## src/rtl/vbsp_pkg.sv

```systemverilog
package vbsp_pkg;
  // Frame sequencer states
  typedef enum logic [2:0] {
    ST_IDLE,
    ST_LEAD,
    ST_SHIFT,
    ST_GAP,
    ST_EOD
  } seq_state_t;

  // Width and value of the request code in the low bits of a collected word
  localparam int CODE_W = 2;
  localparam logic [CODE_W-1:0] SEC_REQ = 2'b11;
endpackage

```

## src/rtl/vbsp_clkdiv.sv

```systemverilog
module vbsp_clkdiv #(
  parameter int DIV = 4
) (
  input  logic clk,
  input  logic rst_n,
  output logic sclk,
  output logic tick
);
  localparam int CW = (DIV > 2) ? $clog2(DIV) : 1;
  localparam logic [CW-1:0] PH_LAST = CW'(DIV - 1);
  localparam logic [CW-1:0] PH_HALF = CW'(DIV / 2);

  logic [CW-1:0] ph;

  always_ff @(posedge clk) begin
    if (!rst_n) begin
      ph <= '0;
    end else if (ph == PH_LAST) begin
      ph <= '0;
    end else begin
      ph <= ph + CW'(1);
    end
  end

  // High in the first half of each period; tick marks the period's last cycle
  assign sclk = (ph < PH_HALF);
  assign tick = (ph == PH_LAST);
endmodule

```

## src/rtl/vbsp_seq.sv

```systemverilog
module vbsp_seq
  import vbsp_pkg::*;
#(
  parameter int WORD_W = 16
) (
  input  logic clk,
  input  logic rst_n,
  input  logic tick,
  input  logic byte_mode,
  input  logic req_pri,
  input  logic req_sec,
  output logic start,
  output logic shift_en,
  output logic done,
  output logic idle,
  output logic cur_sec,
  output logic fsx_n,
  output logic fsr_n,
  output logic eodx_n,
  output logic eodr_n
);
  localparam int HALF_W = WORD_W / 2;
  localparam int CW = $clog2(WORD_W);
  localparam logic [CW-1:0] LAST_WORD = CW'(WORD_W - 1);
  localparam logic [CW-1:0] LAST_HALF = CW'(HALF_W - 1);

  seq_state_t st;
  logic [CW-1:0] cnt;
  logic byte_q;
  logic second;
  logic seg_last;
  logic in_shift;
  logic eod_low;

  assign seg_last = byte_q ? (cnt == LAST_HALF) : (cnt == LAST_WORD);

  always_ff @(posedge clk) begin
    if (!rst_n) begin
      st      <= ST_IDLE;
      cnt     <= '0;
      byte_q  <= 1'b0;
      second  <= 1'b0;
      cur_sec <= 1'b0;
    end else if (tick) begin
      case (st)
        ST_IDLE: begin
          if (req_sec || req_pri) begin
            st      <= ST_LEAD;
            cur_sec <= req_sec;
            byte_q  <= byte_mode;
          end
        end
        ST_LEAD: begin
          st     <= ST_SHIFT;
          cnt    <= '0;
          second <= 1'b0;
        end
        ST_SHIFT: begin
          cnt <= cnt + CW'(1);
          if (seg_last) begin
            if (!byte_q) begin
              st <= ST_EOD;
            end else if (!second) begin
              st <= ST_GAP;
            end else begin
              st <= ST_IDLE;
            end
          end
        end
        ST_GAP: begin
          st     <= ST_SHIFT;
          cnt    <= '0;
          second <= 1'b1;
        end
        ST_EOD:  st <= ST_IDLE;
        default: st <= ST_IDLE;
      endcase
    end
  end

  assign idle     = (st == ST_IDLE);
  assign start    = tick && idle && (req_sec || req_pri);
  assign shift_en = tick && (st == ST_SHIFT);
  assign done     = tick && ((st == ST_EOD) ||
                             ((st == ST_SHIFT) && seg_last && byte_q && second));

  assign in_shift = (st == ST_SHIFT);
  assign eod_low  = (st == ST_EOD) ||
                    (byte_q && ((st == ST_GAP) || ((st == ST_SHIFT) && second)));

  assign fsx_n  = !in_shift;
  assign fsr_n  = !(in_shift && !cur_sec);
  assign eodx_n = !eod_low;
  assign eodr_n = !(eod_low && !cur_sec);
endmodule

```

## src/rtl/vbsp_shift.sv

```systemverilog
module vbsp_shift #(
  parameter int WORD_W = 16,
  parameter int SMP_W  = 14
) (
  input  logic              clk,
  input  logic              rst_n,
  input  logic              load,
  input  logic [SMP_W-1:0]  load_data,
  input  logic              shift_en,
  input  logic              dx,
  output logic              dr,
  output logic [WORD_W-1:0] word_data
);
  localparam int PAD_W = WORD_W - SMP_W;

  logic [WORD_W-1:0] rx_sr;
  logic [WORD_W-1:0] tx_sr;

  // Outgoing sample register: loaded on acceptance, empties to zero as it shifts
  always_ff @(posedge clk) begin
    if (!rst_n) begin
      rx_sr <= '0;
    end else if (load) begin
      rx_sr <= {load_data, {PAD_W{1'b0}}};
    end else if (shift_en) begin
      rx_sr <= {rx_sr[WORD_W-2:0], 1'b0};
    end
  end

  // Incoming word register: holds its value between frames
  always_ff @(posedge clk) begin
    if (!rst_n) begin
      tx_sr <= '0;
    end else if (shift_en) begin
      tx_sr <= {tx_sr[WORD_W-2:0], dx};
    end
  end

  assign dr        = rx_sr[WORD_W-1];
  assign word_data = tx_sr;
endmodule

```

## src/rtl/vbsp_port.sv

```systemverilog
module vbsp_port
  import vbsp_pkg::*;
#(
  parameter int WORD_W = 16,
  parameter int SMP_W  = 14,
  parameter int DIV    = 4
) (
  input  logic              clk,
  input  logic              rst_n,
  input  logic              byte_mode,
  input  logic              smp_valid,
  output logic              smp_ready,
  input  logic [SMP_W-1:0]  smp_data,
  output logic              sclk,
  output logic              fsx_n,
  output logic              fsr_n,
  input  logic              dx,
  output logic              dr,
  output logic              eodx_n,
  output logic              eodr_n,
  output logic              word_valid,
  output logic [WORD_W-1:0] word_data,
  output logic              word_sec
);
  logic tick;
  logic start;
  logic shift_en;
  logic done;
  logic idle;
  logic cur_sec;
  logic pend;
  logic sec_pend;
  logic done_q;
  logic accept;

  vbsp_clkdiv #(.DIV(DIV)) u_div (
    .clk   (clk),
    .rst_n (rst_n),
    .sclk  (sclk),
    .tick  (tick)
  );

  vbsp_seq #(.WORD_W(WORD_W)) u_seq (
    .clk       (clk),
    .rst_n     (rst_n),
    .tick      (tick),
    .byte_mode (byte_mode),
    .req_pri   (pend),
    .req_sec   (sec_pend),
    .start     (start),
    .shift_en  (shift_en),
    .done      (done),
    .idle      (idle),
    .cur_sec   (cur_sec),
    .fsx_n     (fsx_n),
    .fsr_n     (fsr_n),
    .eodx_n    (eodx_n),
    .eodr_n    (eodr_n)
  );

  vbsp_shift #(.WORD_W(WORD_W), .SMP_W(SMP_W)) u_shift (
    .clk       (clk),
    .rst_n     (rst_n),
    .load      (accept),
    .load_data (smp_data),
    .shift_en  (shift_en),
    .dx        (dx),
    .dr        (dr),
    .word_data (word_data)
  );

  assign smp_ready = idle && !pend && !sec_pend && !done_q;
  assign accept    = smp_valid && smp_ready;

  // Reset leaves a primary frame pending so the link starts by itself
  always_ff @(posedge clk) begin
    if (!rst_n) begin
      pend     <= 1'b1;
      sec_pend <= 1'b0;
      done_q   <= 1'b0;
    end else begin
      done_q <= done;
      if (start) begin
        if (sec_pend) begin
          sec_pend <= 1'b0;
        end else begin
          pend <= 1'b0;
        end
      end else if (accept) begin
        pend <= 1'b1;
      end
      if (done_q && !cur_sec && (word_data[CODE_W-1:0] == SEC_REQ)) begin
        sec_pend <= 1'b1;
      end
    end
  end

  assign word_valid = done_q;
  assign word_sec   = cur_sec;
endmodule

```

## config.mk

```make
export PLATFORM = sky130hd
export DESIGN_NAME = vbsp_port
export DESIGN_NICKNAME = d
export VERILOG_FILES = /design/src/rtl/vbsp_pkg.sv /design/src/rtl/vbsp_clkdiv.sv /design/src/rtl/vbsp_seq.sv /design/src/rtl/vbsp_shift.sv /design/src/rtl/vbsp_port.sv
export SDC_FILE = /design/constraint.sdc
export NUM_CORES = 1
export LEC_CHECK = 0
export BUFFER_PORTS_ARGS = -buffer_cell sky130_fd_sc_hd__buf_2
export CORE_MARGIN = 1.5
export CORE_UTILIZATION = 45
export CTS_CLUSTER_DIAMETER = 40
export DETAILED_ROUTE_END_ITERATION = 8
export GPL_TIMING_DRIVEN = 0
export HOLD_SLACK_MARGIN = 0.02
export PLACE_DENSITY = 0.71
export SYNTH_ARGS = -nofsm -noshare
export SYNTH_HDL_FRONTEND = slang
export SYNTH_SLANG_ARGS = --single-unit
```

## constraint.sdc

```tcl
create_clock -name clk -period 1.85 [get_ports clk]
set_input_delay 0.37 -clock clk [delete_from_list [all_inputs] [get_ports clk]]
set_output_delay 0.37 -clock clk [all_outputs]
set_load 0.01 [all_outputs]
```

# ---- Word level (Yosys, flattened, before mapping)
# Index checks and enable logic that the tools add are counted.
dict set report word_totals {
  latchBits 0
  register_bits 45
  n_memories 0
  out_inout_bits 25
  ramBits 0
  rom_bits 0
}
dict set report classes {
  order_cmp 1
  n_bitwise 1
  addsub 2
  reduce_logical 42
  div_mod_pow 0
  n_eq_ne 11
  mul 0
  shift 0
  mux 15
}
# op n
set ops {}
lappend ops {{$mux W16} 2}
lappend ops {{$logic_and A1 B1 Y1} 17}
lappend ops {{$reduce_bool A2 Y1} 5}
lappend ops {{$mux W3} 3}
lappend ops {{$pmux W3 S3} 1}
lappend ops {{$logic_not A1 Y1} 8}
lappend ops {{$pmux W4 S2} 1}
lappend ops {{$eq A3 B2 Y1 const B} 2}
lappend ops {{$mux W1} 6}
lappend ops {{$reduce_and A2 Y1} 3}
lappend ops {{$reduce_and A3 Y1} 2}
lappend ops {{$add A4 B1 Y4 const B} 1}
lappend ops {{$eq A2 B2 Y1 const B} 2}
lappend ops {{$eq A4 B3 Y1 const B} 1}
lappend ops {{$eq A4 B4 Y1 const B} 1}
lappend ops {{$logic_or A1 B1 Y1} 4}
lappend ops {{$ne A2 B1 Y1 const B} 2}
lappend ops {{$reduce_or A2 Y1} 2}
lappend ops {{$eq A3 B1 Y1 const B} 1}
lappend ops {{$eq A3 B3 Y1 const B} 1}
lappend ops {{$logic_not A3 Y1} 1}
lappend ops {{$add A2 B1 Y2 const B} 1}
lappend ops {{$lt A2 B2 Y1 const B} 1}
lappend ops {{$mux W2} 1}
lappend ops {{3 further kinds} 3}

# ---- Longest topological paths before layout
# Gate-level depths: netlist of the first run.
dict set report logic_depth {
  ltp_word 7
  depth_mapped 6
  depth_no_buf 4
}

# ---- Cells and area by module
# Synthesis of the first run repeated with hierarchy kept, for this count alone.
dict set report hier_totals {
  cells_unflattened 211
  hier_area_um2 2173.3
}
# module n_inst seq_area_each_um2 cells_each area_per_inst_um2
set by_module_without_submodules {}
lappend by_module_without_submodules {vbsp_shift 1 600.6 112 1302.5}
lappend by_module_without_submodules {vbsp_seq 1 200.2 79 660.6}
lappend by_module_without_submodules {vbsp_port 1 60.1 14 132.6}
lappend by_module_without_submodules {vbsp_clkdiv 1 40.0 6 77.6}

# ---- Worst setup path after synthesis of the first run
# No wires, ideal clock.
dict set report synth_path {
  kind {register to output}
  startpoint {register u_seq.st[1]}
  endpoint {output smp_ready}
  path_buffers 3
  arrival_time_ns 1.453
  slack_ns 0.027
  stages_incl_launch_ff 6
  required_time_ns 1.480
  path_cell_list {dfxtp_1 > buf_6 > or4_4 > buf_6 > buf_6 > nor3_1}
}
dict set report synth_via {
  elab_chain_cells 4
}
# item line_no
set synth_lines {}
lappend synth_lines {{start, declared} vbsp_seq.sv:27} ;# seq_state_t st;
lappend synth_lines {{start signal, assigned} vbsp_seq.sv:39} ;# st <= ST_IDLE;
lappend synth_lines {{start signal, assigned} vbsp_seq.sv:48} ;# st <= ST_LEAD;
lappend synth_lines {{start signal, assigned} vbsp_seq.sv:54} ;# st <= ST_SHIFT;
lappend synth_lines {{$logic_not A3 Y1} vbsp_seq.sv:81} ;# assign idle = (st == ST_IDLE);
lappend synth_lines {{$logic_and A1 B1 Y1 (3 in series)} vbsp_port.sv:72} ;# assign smp_ready = idle && !pend && !sec_pend && !done_q;
lappend synth_lines {{end, declared} vbsp_port.sv:12} ;# output logic smp_ready,
# Every way passes these cells.

# ---- Worst setup path after layout of the first run
dict set report layout_path {
  startpoint {register u_seq.st[2]}
  endpoint {output eodr_n}
}
dict set report layout_via {
  elab_chain_cells 7
  elab_cells_between_ends 9
}
# item line_no
set layout_lines {}
lappend layout_lines {{$eq A3 B2 Y1} vbsp_seq.sv:89} ;# (byte_q && ((st == ST_GAP) || ((st == ST_SHIFT) && second)));
lappend layout_lines {{$logic_and A1 B1 Y1} vbsp_seq.sv:89}
lappend layout_lines {{$logic_or A1 B1 Y1} vbsp_seq.sv:89}
lappend layout_lines {{$logic_and A1 B1 Y1} vbsp_seq.sv:89}
lappend layout_lines {{$logic_or A1 B1 Y1 *} vbsp_seq.sv:88} ;# assign eod_low = (st == ST_EOD) ||
lappend layout_lines {{$logic_and A1 B1 Y1 *} vbsp_seq.sv:94} ;# assign eodr_n = !(eod_low && !cur_sec);
lappend layout_lines {{$logic_not A1 Y1 *} vbsp_seq.sv:94}
lappend layout_lines {{end, declared} vbsp_port.sv:20} ;# output logic eodr_n,
# Mark *: on every way between the ends. The rest lies on a longest branch, timed or not.

==> out/results.ini, run 1 <==
[status]
status = finished with violations
violations = setup timing

[cells_and_area]
syn2layout_area_growth_pct = 21.7
layout-drive-gt1-share_pct = 28.9
nFillCells = 424
num_antenna_cells = 0
fin_util_pct = 57.9
stdcell_area_mm2 = 0.00256
stdcell_count = 356
nets = 324

[placement]
portBuffers = 43
placed_area_mm2 = 0.00238
place.detailed.instances = 344
place_congestion = 0.834
place_hpwl_um = 3400

[setup_path]
cp-end-kind = output pin
crit_type = flip-flop to output pin
r2r_start = u_seq.st[2]
arrival_ps = 1540
path_max_fanout = 7
crit_required_ps = 1480
setup.worst_path.start_class = flip-flop
cp-startpoint = u_seq.st[2]

[grt]
antenna_found_initial = 0
grt_pass1_vias = 1778
grt_max_degree = 15
grt_pass1_wl_um = 8000
grt-ovfl-total = 0
grt_usage_pct = 19.4

[power_and_ir_drop]
power.total_uw = 1800
ir_drop_uv = 357
power_leakage_uw = 0.000957
p_per_area_mw_per_mm2 = 702

[yosys]
yosysWarningCount = 0
synth_edf_count = 0
synthArstFlopShare_pct = 0
yosysSeqAreaShare_pct = 42.9
synth.distinct_cells = 44
synth-main-ff-cell = dfxtp_1
postSynthAreaPerCell_um2 = 8.44
synth.ff_latch_count = 45
synth_nets = 270
synth_cells = 249
synth_area_mm2 = 0.00210

[floorplanning]
pin_count = 44
start_util_pct = 47.6
core_area_mm2 = 0.00441
dieArea_mm2 = 0.00509
die_h_um = 71.3
fp-row-count = 24
die_x_um = 71.3

[timing]
post-route-period-util_pct = 103
hold_viol = 0
setup_slack_ps = -63.7
period_minus_slack_ps = 1910
tightest_slew_ps = 505
rsz0062_at_grt = yes
max_freq_mhz = 523
fin_tns_setup_ps = -166
maxSlewHeadroom_pct = 66.3
slew_viol_final = 0
finalClockSkew_ps = 5.00
setup_viol = 3

[clock_tree]
cts_buffer_depth = 2
holdBufCountCts = 0
clk_latency_ps = 290
clkSinkCount = 45
ctsRootBufferMaster = clkbuf_8
path_clk_slew_ps = 80
cts_buffers = 5
cts_tree = built
htreeDepth = 2

[routing]
routed_via_density = 5.46
drtPass1Iterations = 4
wl_met1_um = 2280
drc = 0
routedWlPerCell_um = 13.8
routed.top_layer = met4
ant_nets = 0
first_iter_violations = 97
met3_length_um = 259
wl_um = 4900
num_vias = 1945
wl_met2_um = 2320

[hold_path]
hold_start = dx
hp-class = input port to flip-flop

[job]
cap_violations = 0

==> what timing repair did <==
| action | 4_1_cts | 5_1_grt |
|---|---|---|
| pin swaps | 1 | 4 |
| gates resized for setup | 14 | 14 |
| setup buffers | 4 | 3 |
| endpoints found under the setup margin | 5 | 12 |
==> sequential cells by signal, summed over array words and instances (netlist names) <==
name and count:
pend 1, u_shift.rx_sr 14, sec_pend 1, u_seq.st 3, u_seq.second 1, u_seq.cur_sec 1
u_div.ph 2, word_valid 1, u_seq.byte_q 1, u_seq.cnt 4, u_shift.word_data 16
==> logic make-up after synthesis <==
group                      count (synthesis)  share of synthesized area (%)
and+or+nand+nor                          124                           32.6
AOI/OAI and AO/OA                         51                           16.1
DFF                                       45                           42.9
buffers and inverters                     24                           5.83
muxes                                      2                          0.952
adders and majority gates                  2                           1.19
xor gates and xnor gates                   1                          0.417
==> metal layers <==
metal / vias to the layer above / track usage [%]
met4: 0 / 5.24
met5: - / 0
met2: 46 / 30.7
met1: 908 / 26.1
met3: 6 / 5.49
li1: 985 / -
==> critical path, cell delays in order, from the launching register on <==
cell and delay [ps]:
dfxtp_4 360, buf_8 130, nand3b_1 160, o22a_1 250, or2_4 240, buf_6 120
==> layout make-up <==
cell class,count,area (um^2),area share [%]
multi-input cells,180,1090,42.7
inverters,3,11.3,0.440
clock inverters,2,10.0,0.391
repair buffers,50,284,11.1
well taps,52,65.1,2.54
clock buffers,6,72.6,2.84
plain buffers,18,116,4.55
flip-flops and latches,45,907,35.5
==> through the flow <==
step / worst slack (ps) / hold WS, ps
after floorplan: 27.4 / 408
after global placement: -48.8 / 417
after detailed placement: -52.6 / 423
after CTS: -156 / 299
after global routing: -126 / 303
final: -63.7 / 299
==> power by group <==
group,switching (uW),internal [uW]
Clock,327,262
Combinational,102,82.7
Sequential,24.6,998
==> worst paths after layout <==
check,end,slack [ps],depth (start not counted)
worst max-delay path,eodr_n,-60,5
worst min register to register,u_div.ph[0],430,1
worst max register to register,u_shift.rx_sr[14],80,6
worst min-delay path,u_shift.word_data[0],300,3
==> cell usage after synthesis, drive strengths merged (2+ instances only) <==
library cell,n,area [um^2]
nand4b,2,17.5
or3b,2,17.5
buf,10,68.8
inv,3,11.3
nand3,2,10.0
clkbuf,11,42.5
or4,3,26.3
mux2i,2,20.0
nor3,16,120
a21oi,23,115
o41ai,2,17.5
o21ai,4,20.0
nor2b,3,18.8
a311oi,13,114
a21o,2,15.0
ha,2,25.0
nand2b,5,31.3
nand3b,6,45.0
nand2,68,255
dfxtp,45,901
nor3b,2,15.0
nor4,2,27.5
a31oi,2,12.5
or2,2,12.5
nor2,3,11.3
==> cells in the final DEF (no fill, tap or decap), types with 3 or more instances in the layout <==
cell / instances
buf_6: 4
buf_2: 47
buf_8: 3
nand2_1: 68
nor2b_1: 3
nor3_1: 7
o21ai_0: 4
inv_1: 3
clkbuf_1: 9
nor2_1: 3
a21oi_1: 23
nor3_2: 9
dfxtp_1: 42
nand3b_1: 6
buf_4: 6
clkbuf_8: 5
a311oi_1: 13
nand2b_1: 5
No activity file was read; power rests on OpenSTA's default activity.
==> run 2, diff against run 1 <==
--- a/config.mk
+++ b/config.mk
@@ -5,14 +5,17 @@
 export SDC_FILE = /design/constraint.sdc
 export NUM_CORES = 1
 export LEC_CHECK = 0
+export ABC_AREA = 0
 export BUFFER_PORTS_ARGS = -buffer_cell sky130_fd_sc_hd__buf_2
 export CORE_MARGIN = 1.5
 export CORE_UTILIZATION = 45
 export CTS_CLUSTER_DIAMETER = 40
 export DETAILED_ROUTE_END_ITERATION = 8
+export GPL_ROUTABILITY_DRIVEN = 0
 export GPL_TIMING_DRIVEN = 0
 export HOLD_SLACK_MARGIN = 0.02
-export PLACE_DENSITY = 0.71
+export PLACE_DENSITY = 0.7
 export SYNTH_ARGS = -nofsm -noshare
 export SYNTH_HDL_FRONTEND = slang
+export SYNTH_HIERARCHICAL = 1
 export SYNTH_SLANG_ARGS = --single-unit
==> out/results.ini, run 2 <==
[status]
status = finished with violations  ; unchanged
violations = setup timing  ; unchanged

[routing]
drc = 0  ; unchanged
num_vias = 1701  ; was 1945
routedWlPerCell_um = 13.4  ; was 13.8 um
drtPass1Iterations = 4  ; unchanged
wl_um = 4370  ; was 4900 um
routed_via_density = 5.20  ; was 5.46
ant_nets = 0  ; unchanged
first_iter_violations = 71  ; was 97

[timing]
tightest_slew_ps = 499  ; was 505 ps
setup_slack_ps = -43.5  ; was -63.7 ps
slew_viol_final = 0  ; unchanged
fin_tns_setup_ps = -43.5  ; was -166 ps
post-route-period-util_pct = 102  ; was 103%
rsz0062_at_grt = yes  ; unchanged
setup_viol = 1  ; was 3
finalClockSkew_ps = 5.94  ; was 5.00 ps
period_minus_slack_ps = 1890  ; was 1910 ps
hold_viol = 0  ; unchanged
maxSlewHeadroom_pct = 66.3  ; about the same
max_freq_mhz = 528  ; was 523 MHz

[floorplanning]
fp-row-count = 25  ; was 24
core_area_mm2 = 0.00469  ; was 0.00441 mm^2
die_h_um = 72.5  ; was 71.3 um
pin_count = 44  ; unchanged
die_x_um = 72.5  ; was 71.3 um
dieArea_mm2 = 0.00526  ; was 0.00509 mm^2
start_util_pct = 46.3  ; was 47.6%

[setup_path]
path_max_fanout = 3  ; was 7
cp-startpoint = u_seq/st[1]  ; was u_seq.st[2]
crit_required_ps = 1480  ; about the same
cp-end-kind = output pin  ; unchanged
arrival_ps = 1520  ; was 1540 ps
r2r_start = u_seq/st[1]  ; was u_seq.st[2]
crit_type = flip-flop to output pin  ; unchanged
setup.worst_path.start_class = flip-flop  ; unchanged

[grt]
grt_max_degree = 14  ; was 15
antenna_found_initial = 0  ; unchanged
grt-ovfl-total = 0  ; unchanged
grt_pass1_wl_um = 7080  ; was 8000 um
grt_usage_pct = 17.2  ; was 19.4%
grt_pass1_vias = 1554  ; was 1778

[cells_and_area]
final_common_cell = buf_2  ; was nand2_1
num_antenna_cells = 0  ; unchanged
layout-drive-gt1-share_pct = 31.1  ; was 28.9%
syn2layout_area_growth_pct = 24.2  ; was 21.7%
stdcell_count = 327  ; was 356
nets = 293  ; was 324
most-common-layout-cells = buf_2 (43), dfxtp_1 (41), nor2b_1 (22), mux2i_1 (18)  ; was nand2_1 (68), buf_2 (47), dfxtp_1 (42), a21oi_1 (23), a311oi_1 (13)
largest_register_ffs = 16  ; unchanged

[power_and_ir_drop]
p_per_area_mw_per_mm2 = 657  ; was 702 mW/mm^2
ir_drop_uv = 496  ; was 357 uV
power_leakage_uw = 0.00125  ; was 0.000957 uW
power.total_uw = 1770  ; was 1800 uW

[yosys]
synth.ff_latch_count = 45  ; unchanged
yosysWarningCount = 6  ; was 0
synth_cells = 211  ; was 249
synth_common_cells = dfxtp_1 (45), nor2b_1 (22), mux2i_1 (18)  ; was nand2_1 (68), dfxtp_1 (45), a21oi_1 (23)
synth_edf_count = 0  ; unchanged
yosysSeqAreaShare_pct = 41.5  ; was 42.9%
synth.distinct_cells = 48  ; was 44
synth_area_leaders = dfxtp_1 (41%), mux2i_1 (8.3%), mux2_1 (6.7%)  ; was dfxtp_1 (43%), nand2_1 (12%), a21oi_1 (5.5%)
synth_area_mm2 = 0.00217  ; was 0.00210 mm^2
yosysMostFrequentCell = dfxtp_1  ; was nand2_1
synth_nets = 232  ; was 270
synthArstFlopShare_pct = 0  ; unchanged
synth-main-ff-cell = dfxtp_1  ; unchanged
synth_top_area_cell = dfxtp_1  ; unchanged
yosysTopAreaCellShare_pct = 41.5  ; was 42.9%
postSynthAreaPerCell_um2 = 10.3  ; was 8.44 um^2

[placement]
place_hpwl_um = 2920  ; was 3400 um
place_ws_ps = -179  ; was -52.6 ps
place.detailed.instances = 308  ; was 344
portBuffers = 43  ; unchanged

[clock_tree]
path_clk_slew_ps = 80  ; about the same
clk_latency_ps = 290  ; about the same
ctsRootBufferMaster = clkbuf_8  ; unchanged
cts_buffers = 5  ; unchanged
cts_buffer_depth = 2  ; unchanged
htreeDepth = 2  ; unchanged
cts_tree = built  ; unchanged
holdBufCountCts = 0  ; unchanged
clkSinkCount = 45  ; unchanged

[hold_path]
hold_start = smp_data[0]  ; was dx
hp-class = input port to flip-flop  ; unchanged

[job]
cap_violations = 0  ; unchanged

## run 2: final timing paths
check	slack, ps	cells after the start	end
min reg2reg	500	1	u_div/ph[0]
min	340	3	u_shift/rx_sr[2]
max	-40	5	smp_ready
max reg2reg	50	9	u_shift/rx_sr[2]
## run 2: cells by family (layout without fill, tap and decap cells)
family	count (synthesis)	count (layout)	synth area share, %
compound gates	33	33	12.9
simple gates	83	83	24.4
xor+xnor	2	2	0.806
fa+ha+maj	2	2	1.15
buf+inv	15	77	4.26
mux	31	31	15.0
flops	45	45	41.5
## run 2: through the flow
step	area, um^2	utilization [%]	hold WS, ps
final	2700	57.5	337
after CTS	2640	56.2	325
after global placement	2470	52.6	431
after detailed placement	2470	52.6	434
after global routing	2700	57.5	336
after floorplan	2190	-	420
## run 2: per-layer routing
metal / up-vias / global-route usage (%) / part of all wire (%)
li1: 867 / - / -
met1: 779 / 22.0 / 48
met2: 49 / 27.8 / 46
met3: 6 / 3.89 / 5.2
met4: 0 / 7.55 / 1.1
met5: - / 0 / 0
## run 2: worst max-delay path: stages (launching register included)
cell and delay [ps]:
dfxtp_2 350, buf_6 120, nor3_2 130, or3b_4 400, nor2_2 100, buf_2 140
## run 2: final cells by class
type / instances / area, um^2
well taps: 54 / 67.6
clock inverters: 1 / 7.51
clock buffers: 7 / 76.3
fillers: 430 / 1990
flip-flops and latches: 45 / 908
plain buffers: 12 / 109
inverters: 3 / 11.3
repair buffers: 54 / 302
multi-input cells: 151 / 1220
## run 2: report_power, final
group | switching, uW | internal, uW
Sequential | 16.9 | 986
Combinational | 88.2 | 100
Clock | 314 | 267
Total | 419 | 1350
## run 2: what timing repair did
| action | CTS | global route |
|---|---|---|
| hold endpoints to repair | 0 | 0 |
| gates resized for setup | 13 | 6 |
| buffers inserted | 6 | 5 |
| pin swaps | 1 | 1 |
| endpoints found under the setup margin | 20 | 16 |
==> run 3, diff against run 2 <==
--- a/config.mk
+++ b/config.mk
@@ -12,7 +12,6 @@
 export CTS_CLUSTER_DIAMETER = 40
 export DETAILED_ROUTE_END_ITERATION = 8
 export GPL_ROUTABILITY_DRIVEN = 0
-export GPL_TIMING_DRIVEN = 0
 export HOLD_SLACK_MARGIN = 0.02
 export PLACE_DENSITY = 0.7
 export SYNTH_ARGS = -nofsm -noshare
==> out/results.ini, run 3 (same netlist as run 2, synthesis figures left out) <==
[status]
status = finished, final reports clean  ; was finished with violations

[grt]
grt_max_degree = 31  ; was 14
grt_pass1_wl_um = 6800  ; was 7080 um
grt_pass1_vias = 1479  ; was 1554
antenna_found_initial = 0  ; unchanged
grt-ovfl-total = 0  ; unchanged
grt_usage_pct = 16.5  ; was 17.2%

[clock_tree]
cts_buffers = 5  ; unchanged
clkSinkCount = 45  ; unchanged
cts_tree = built  ; unchanged
cts_buffer_depth = 2  ; unchanged
ctsRootBufferMaster = clkbuf_8  ; unchanged
holdBufCountCts = 0  ; unchanged
path_clk_slew_ps = 100  ; was 80 ps
clk_latency_ps = 310  ; was 290 ps
htreeDepth = 2  ; unchanged

[timing]
tightest_slew_ps = 480  ; was 499 ps
period_minus_slack_ps = 1830  ; was 1890 ps
maxSlewHeadroom_pct = 67.6  ; was 66.3%
slew_viol_final = 0  ; unchanged
setup_viol = 0  ; was 1
post-route-period-util_pct = 99.2  ; was 102%
finalClockSkew_ps = 14.1  ; was 5.94 ps
hold_viol = 0  ; unchanged
holdWs_ps = 314  ; was 337 ps
max_freq_mhz = 545  ; was 528 MHz
fin_tns_setup_ps = 0  ; was -43.5 ps
rsz0062_at_grt = yes  ; unchanged
setup_slack_ps = 15.4  ; was -43.5 ps

[setup_path]
r2r-end = u_shift/rx_sr[3]  ; was u_shift/rx_sr[2]
cp-startpoint = u_seq/st[2]  ; was u_seq/st[1]
crit_required_ps = 1480  ; about the same
reg2reg_slack_ps = 90  ; was 50 ps
worst-r2r-cell-count = 6  ; was 9
arrival_ps = 1460  ; was 1520 ps
setup.worst_path.start_class = flip-flop  ; unchanged
path_max_fanout = 5  ; was 3
endpoint = eodr_n  ; was smp_ready
crit_type = flip-flop to output pin  ; unchanged
cp-end-kind = output pin  ; unchanged
r2r_start = u_seq/st[2]  ; was u_seq/st[1]

[job]
cap_violations = 0  ; unchanged

[cells_and_area]
num_antenna_cells = 0  ; unchanged
nets = 284  ; was 293
most-common-layout-cells = buf_2 (42), dfxtp_1 (41), nor2b_1 (22), mux2i_1 (18)  ; was buf_2 (43), dfxtp_1 (41), nor2b_1 (22), mux2i_1 (18)
final_common_cell = buf_2  ; unchanged
layout-drive-gt1-share_pct = 31.1  ; about the same
syn2layout_area_growth_pct = 22.2  ; was 24.2%
largest_register_ffs = 16  ; unchanged

[placement]
place_hpwl_um = 2780  ; was 2920 um
portBuffers = 43  ; unchanged
place_ws_ps = 71.9  ; was -179 ps

[floorplanning]
die_h_um = 72.5  ; unchanged
pin_count = 44  ; unchanged
fp-row-count = 25  ; unchanged
dieArea_mm2 = 0.00526  ; unchanged
core_area_mm2 = 0.00469  ; unchanged
die_x_um = 72.5  ; unchanged
start_util_pct = 46.3  ; unchanged

[power_and_ir_drop]
p_per_area_mw_per_mm2 = 687  ; was 657 mW/mm^2
power_leakage_uw = 0.00123  ; was 0.00125 uW
ir_drop_uv = 435  ; was 496 uV

[routing]
drtPass1Iterations = 4  ; unchanged
ant_nets = 0  ; unchanged
num_vias = 1656  ; was 1701
routedWlPerCell_um = 13.3  ; was 13.4 um
wl_um = 4240  ; was 4370 um
routed_via_density = 5.21  ; was 5.20
drc = 0  ; unchanged
first_iter_violations = 76  ; was 71

[hold_path]
hp-class = input port to flip-flop  ; unchanged

==> run 3: area by class of cell <==
cell class / count / area [um^2]
Sequential cell: 45 / 908
Clock inverter: 3 / 25.0
Tap cell: 54 / 67.6
Multi-Input combinational cell: 151 / 1210
Timing Repair Buffer: 57 / 363
Inverter: 3 / 11.3
Clock buffer: 5 / 68.8
Fill cell: 431 / 2040
==> run 3: worst min-delay path by stage <==
stage / start / endpoint / slack (ps) / cells after the start
global placement: u_div/ph[0] / u_div/ph[0] / 430 / 1
finish: smp_data[0] / u_shift/rx_sr[2] / 310 / 3
floorplan: u_div/ph[0] / u_div/ph[0] / 420 / 1
CTS: smp_data[0] / u_shift/rx_sr[2] / 310 / 3
global route: smp_data[0] / u_shift/rx_sr[2] / 320 / 3
detailed placement: u_div/ph[0] / u_div/ph[0] / 440 / 1
==> run 3: power breakdown <==
group / leakage (uW) / internal (uW) / total, uW / switching [uW]
clock network: 0.0000447 / 273 / 634 / 361
registers: 0.000365 / 986 / 1000 / 16.0
logic: 0.000816 / 102 / 187 / 85.9
==> run 3: through the flow <==
stage / utilization (%) / total power (uW) / cell area, um^2 / std cells
4_1_cts: 55.5 / 1820 / 2600 / 313
5_1_grt: 56.6 / 1900 / 2660 / 318
2_1_floorplan: - / 1130 / 2190 / 211
3_3_place_gp: 52.5 / 1180 / 2460 / 304
6_report: 56.6 / 1820 / 2660 / 318
3_5_place_dp: 52.5 / 1180 / 2460 / 304
==> run 3: layer usage <==
| metal | GRT usage (%) | part of all wire, % |
|---|---|---|
| met1 | 22.0 | 50 |
| met2 | 26.2 | 44 |
| met3 | 3.75 | 5.1 |
| met4 | 6.29 | 1.5 |
| met5 | 0 | 0 |
==> run 3: critical path: stages (launching register included) <==
cell,delay [ps]
dfxtp_2,340
nand2b_4,160
o32a_1,340
or2_1,200
buf_2,130
==> run 3: what timing repair did <==
item / in CTS / in global routing
pin swaps: 1 / 2
setup buffers: 1 / 5
resized for setup: 10 / 4
setup endpoints to repair: 2 / 2
